===== src/rtl/twin_timer_unit.sv =====
`timescale 1ns/1ps
module twin_timer_unit #(
  parameter int TICK_DIV = 12
) (
  input  logic       clk,
  input  logic       rst_n,
  input  logic       wr_en,
  input  logic [2:0] wr_sel,
  input  logic [7:0] wr_data,
  input  logic [2:0] rd_sel,
  output logic [7:0] rd_data,
  input  logic [1:0] cnt_pin,
  input  logic [1:0] gate_pin,
  input  logic [1:0] flag_ack,
  output logic [1:0] ovf_flag,
  output logic       baud_pulse
);
  localparam int DIV_W = (TICK_DIV < 2) ? 1 : $clog2(TICK_DIV);

  logic [DIV_W-1:0] div_q;
  logic [7:0]       mode_q;
  logic [1:0]       run_q, flag_q, smp_q, fall, ev, set, clr;
  logic [1:0][7:0]  lo_q, hi_q, lo_n, hi_n;
  logic [16:0]      s0, s1;
  logic             tick, split, c1_wrap, baud_q;

  function automatic logic [16:0] step(input logic [1:0] md, input logic [7:0] lo, input logic [7:0] hi);
    logic [16:0] r;
    case (md)
      2'b00:   r = (lo[4:0] == 5'h1f) ? {hi == 8'hff, hi + 8'd1, lo[7:5], 5'd0}
                                      : {1'b0, hi, lo[7:5], lo[4:0] + 5'd1};
      2'b01:   r = {1'b0, hi, lo} + 17'd1;
      2'b10:   r = (lo == 8'hff) ? {1'b1, hi, hi} : {1'b0, hi, lo + 8'd1};
      default: r = {1'b0, hi, lo};
    endcase
    return r;
  endfunction

  assign tick  = (div_q == DIV_W'(TICK_DIV - 1));
  assign fall  = tick ? (smp_q & ~cnt_pin) : 2'b00;
  assign split = (mode_q[1:0] == 2'b11);

  assign ev[0] = run_q[0] & (~mode_q[3] | gate_pin[0]) & (mode_q[2] ? fall[0] : tick);
  assign ev[1] = (run_q[1] | split) & (~mode_q[7] | gate_pin[1]) & (mode_q[6] ? fall[1] : tick);

  assign s0  = step(mode_q[1:0], lo_q[0], hi_q[0]);
  assign s1  = step(mode_q[5:4], lo_q[1], hi_q[1]);
  assign clr = {2{wr_en && wr_sel == 3'd1}} & wr_data[3:2];

  always_comb begin
    lo_n    = lo_q;
    hi_n    = hi_q;
    set     = 2'b00;
    c1_wrap = 1'b0;
    if (ev[0]) begin
      if (split) begin
        lo_n[0] = lo_q[0] + 8'd1;
        set[0]  = &lo_q[0];
      end else begin
        {set[0], hi_n[0], lo_n[0]} = s0;
      end
    end
    if (split && tick && run_q[1]) begin
      hi_n[0] = hi_q[0] + 8'd1;
      set[1]  = &hi_q[0];
    end
    if (ev[1] && mode_q[5:4] != 2'b11) begin
      {c1_wrap, hi_n[1], lo_n[1]} = s1;
      if (!split) set[1] = c1_wrap;
    end
    if (wr_en) begin
      case (wr_sel)
        3'd2:    lo_n[0] = wr_data;
        3'd3:    hi_n[0] = wr_data;
        3'd4:    lo_n[1] = wr_data;
        3'd5:    hi_n[1] = wr_data;
        default: ;
      endcase
    end
  end

  always_ff @(posedge clk) begin
    if (!rst_n) begin
      div_q  <= '0;
      mode_q <= '0;
      run_q  <= '0;
      flag_q <= '0;
      smp_q  <= '0;
      lo_q   <= '0;
      hi_q   <= '0;
      baud_q <= 1'b0;
    end else begin
      div_q  <= tick ? '0 : div_q + DIV_W'(1);
      smp_q  <= tick ? cnt_pin : smp_q;
      if (wr_en && wr_sel == 3'd0) mode_q <= wr_data;
      if (wr_en && wr_sel == 3'd1) run_q  <= wr_data[1:0];
      flag_q <= set | (flag_q & ~flag_ack & ~clr);
      lo_q   <= lo_n;
      hi_q   <= hi_n;
      baud_q <= c1_wrap;
    end
  end

  always_comb begin
    case (rd_sel)
      3'd0:    rd_data = mode_q;
      3'd1:    rd_data = {4'b0000, flag_q, run_q};
      3'd2:    rd_data = lo_q[0];
      3'd3:    rd_data = hi_q[0];
      3'd4:    rd_data = lo_q[1];
      3'd5:    rd_data = hi_q[1];
      default: rd_data = 8'h00;
    endcase
  end

  assign ovf_flag   = flag_q;
  assign baud_pulse = baud_q;
endmodule



===== config.mk =====
export PLATFORM = sky130hd
export DESIGN_NAME = twin_timer_unit
export DESIGN_NICKNAME = d
export VERILOG_FILES = /design/src/rtl/twin_timer_unit.sv
export SDC_FILE = /design/constraint.sdc
export NUM_CORES = 1
export LEC_CHECK = 0
export BUFFER_PORTS_ARGS = -buffer_cell sky130_fd_sc_hd__buf_2
export CORE_MARGIN = 3
export CORE_UTILIZATION = 25
export CTS_BUF_LIST = sky130_fd_sc_hd__clkbuf_8
export DETAILED_ROUTE_END_ITERATION = 12
export PLACE_DENSITY = 0.4
export SLEW_MARGIN = 20
export SYNTH_ARGS = -nofsm -noshare
export SYNTH_HDL_FRONTEND = slang
export SYNTH_SLANG_ARGS = --single-unit

===== constraint.sdc =====
create_clock -name clk -period 4.9 [get_ports clk]
set_input_delay 0.98 -clock clk [delete_from_list [all_inputs] [get_ports clk]]
set_output_delay 0.98 -clock clk [all_outputs]
set_load 0.03 [all_outputs]

==> metrics.cfg <==
[worst_setup_path]
cp-end-kind = primary output
r2r_end = ovf_flag[1]$_SDFF_PN0_
r2r_start = lo_q[8]$_SDFF_PN0_
reg2reg_depth = 9
critical-path-top-delay-family = multiplexers
required_ns = 3.92
cp-start-kind = input pin
worst-path-max-fanout = 22
cpMostUsedCell = buf_2
r2r_slack_ns = 2.15
max_stage_delay_ns = 0.56
path_cells = buf_2, mux4_2, mux2_2, buf_2
crit_slowest_cell = mux4_2
crit_start = rd_sel[0]
path_buf_inv = 2
worstSetupPathType = in -> out
worst_ep_arrival_time_ns = 2.39

[clocking]
clock_latency_ns = 0.32
cts_buffer_depth = 2
cts.sinks = 51
cts_max_level = 2
post_cts_resized = 0
cts_tree = done
postCtsSetupRepairBufs = 0
cts_hold_buf = 0
clk_pin_slew_ns = 0.11
cts_buffers = 5
cts.root.buffer_cell = clkbuf_8

[worst_hold_path]
hold_class = reg -> reg
min-delay-start = div_q[0]$_SDFF_PP0_
worstHoldEndpoint = div_q[0]$_SDFF_PP0_
min_path_cells = 1

[floorplan]
die_w_um = 134
ioPinCount = 34
die_h_um = 134
initial_core_util_pct = 25.8
fp.dieArea_um2 = 18100
row_count = 46
core_area_um2 = 16000

[final_layout]
instances_no_fill = 758
synthToLayoutAreaGrowth_pct = 8.75
final_cell_mix = dfxtp_1 (51), nand2_1 (43), nor2_1 (39)
nets = 571
drive_above_1_share_pct = 12.0
antenna_cells = 0
fill_cells = 1829
final_common_cell = dfxtp_1
utilization_pct = 28.0

[global_route]
antenna_found_initial = 0
grt_pass1_vias = 4238
gr-total-overflow = 0
grt_use_total_pct = 17.6
grt_max_degree = 44
grt_pass1_wl_mm = 24.8

[detailed_routing]
wl_per_cell_um = 21.3
wl_mm = 16.1
drtPass1Iterations = 7
vias = 4396
drt-initial-drc-count = 372
vias_per_cell = 5.80
antenna_left = 0
drc_errors = 0

[yosys]
yosysWarnings = 0
synthCells = 548
synth_area_leaders = dfxtp_1 (25%), a21oi_1 (4.4%), nand2_1 (3.9%), o21ai_0 (3.8%), nor2_1 (3.6%)
ys_ff_latch = 51
syn_nets = 578
synth.distinct_cells = 80
synth_top_area_cell = dfxtp_1
synth.avg_cell_area_um2 = 7.52
synth_area_um2 = 4120
seq_area_frac_synth_pct = 24.8
synth.top_cell.area_share_pct = 24.8
async_flop_share_pct = 0
synthFlopType = dfxtp_1
synth_edf_count = 0

[timing]
slew_headroom_pct = 38.3
maxSlewViolCount = 0
fin_setup_tns_ns = 0
fmax_ghz = 0.297
period_needed_ns = 3.37
finalHoldViolCount = 0
worst_pin_slew_ns = 0.925
finalCritPeriodShare_pct = 68.8
rsz0062_at_grt = false
finalSetupViolations = 0
clock_skew_ns = 0.0102

[placement]
dp_cells = 750
numPortBuffers = 33
globalplace.congestion = 0.823
dp_hpwl_mm = 11.3

[power]
vdd_drop_max_mv = 0.104
powerDensity_nw_per_um2 = 203
leakage_nw = 1.51

[outcome]
status = finished, final reports clean

[flow_run]
maxCapViolations = 0

==> state kept, by name, summed over array words and instances (netlist names) <==
name / flops
lo_q: 16
run_q: 2
ovf_flag: 2
mode_q: 8
hi_q: 16
baud_pulse: 1
div_q: 4
smp_q: 2
==> worst max path at each step <==
stage	to	slack (ns)	depth (start not counted)
2_1_floorplan	rd_data[2]	1.46	4
3_3_place_gp	rd_data[3]	1.56	4
3_5_place_dp	rd_data[3]	1.53	4
4_1_cts	rd_data[3]	1.53	4
5_1_grt	rd_data[3]	1.47	4
6_report	rd_data[3]	1.53	4
==> layer usage <==
metal	vias to the layer above	track usage, %	part of all wire (%)	wire length, µm
met5	-	0	0	0
met4	0	7.58	4.2	684
met3	47	2.59	5.2	837
met2	169	27.6	46	7380
met1	2111	24.0	45	7240
li1	2069	-	-	-
==> per-stage QoR <==
stage | hold slack [ns] | total power [mW] | area (µm²) | worst slack [ns]
4_1_cts | 0.472 | 0.918 | 4480 | 1.53
6_report | 0.470 | 0.911 | 4480 | 1.53
3_5_place_dp | 0.455 | 0.580 | 4360 | 1.53
3_3_place_gp | 0.448 | 0.580 | 4360 | 1.56
5_1_grt | 0.493 | 0.948 | 4480 | 1.47
2_1_floorplan | 0.432 | 0.530 | 4120 | 1.46
==> cell usage after synthesis, types with 6 or more instances <==
library cell  count
nand3_1          28
mux2i_1          13
nand2_1          43
ha_1              7
a22oi_1           7
o22ai_1          10
nor2_1           39
inv_1            14
buf_2             9
nand2b_1          7
clkbuf_1         35
nor3_1           13
nor2b_1          10
and2_1            8
mux2_2            7
nand4_1          19
a31oi_1          23
a211oi_1          6
dfxtp_1          51
o21ai_1           7
o21ai_0          31
a21oi_1          36
and3_1           12
==> worst reg2reg max path, cell delays in order, from the launching register on <==
cell and delay [ns]:
dfxtp_1 0.45, ha_1 0.23, nand3_1 0.26, inv_1 0.20
ha_1 0.20, nor2b_1 0.27, a31oi_1 0.16, o31ai_1 0.48
nand3_1 0.25, o22ai_1 0.18
==> cell type report <==
type	instances	area, µm²	share of cell area, %
clock buffer	6	82.6	1.84
tap	216	270	6.03
sequential	51	1020	22.8
inverter	15	56.3	1.26
clock inverter	2	35.0	0.782
multi-input combinational	434	2840	63.4
timing repair buffer	34	173	3.85
==> power breakdown <==
| group | leakage, nW | internal (mW) | switching [mW] |
|---|---|---|---|
| Clock | 0.0612 | 0.166 | 0.173 |
| Combinational | 1.03 | 0.0417 | 0.0726 |
| Sequential | 0.414 | 0.428 | 0.0300 |
==> logic make-up after synthesis <==
family,after synthesis,synth area share (%)
compound gates,179,30.2
xor+xnor,10,2.13
fa+ha+maj,8,2.37
buf+inv,63,6.23
flops,51,24.8
mux,21,5.62
simple gates,216,28.6
(Power assumes the default switching activity.)
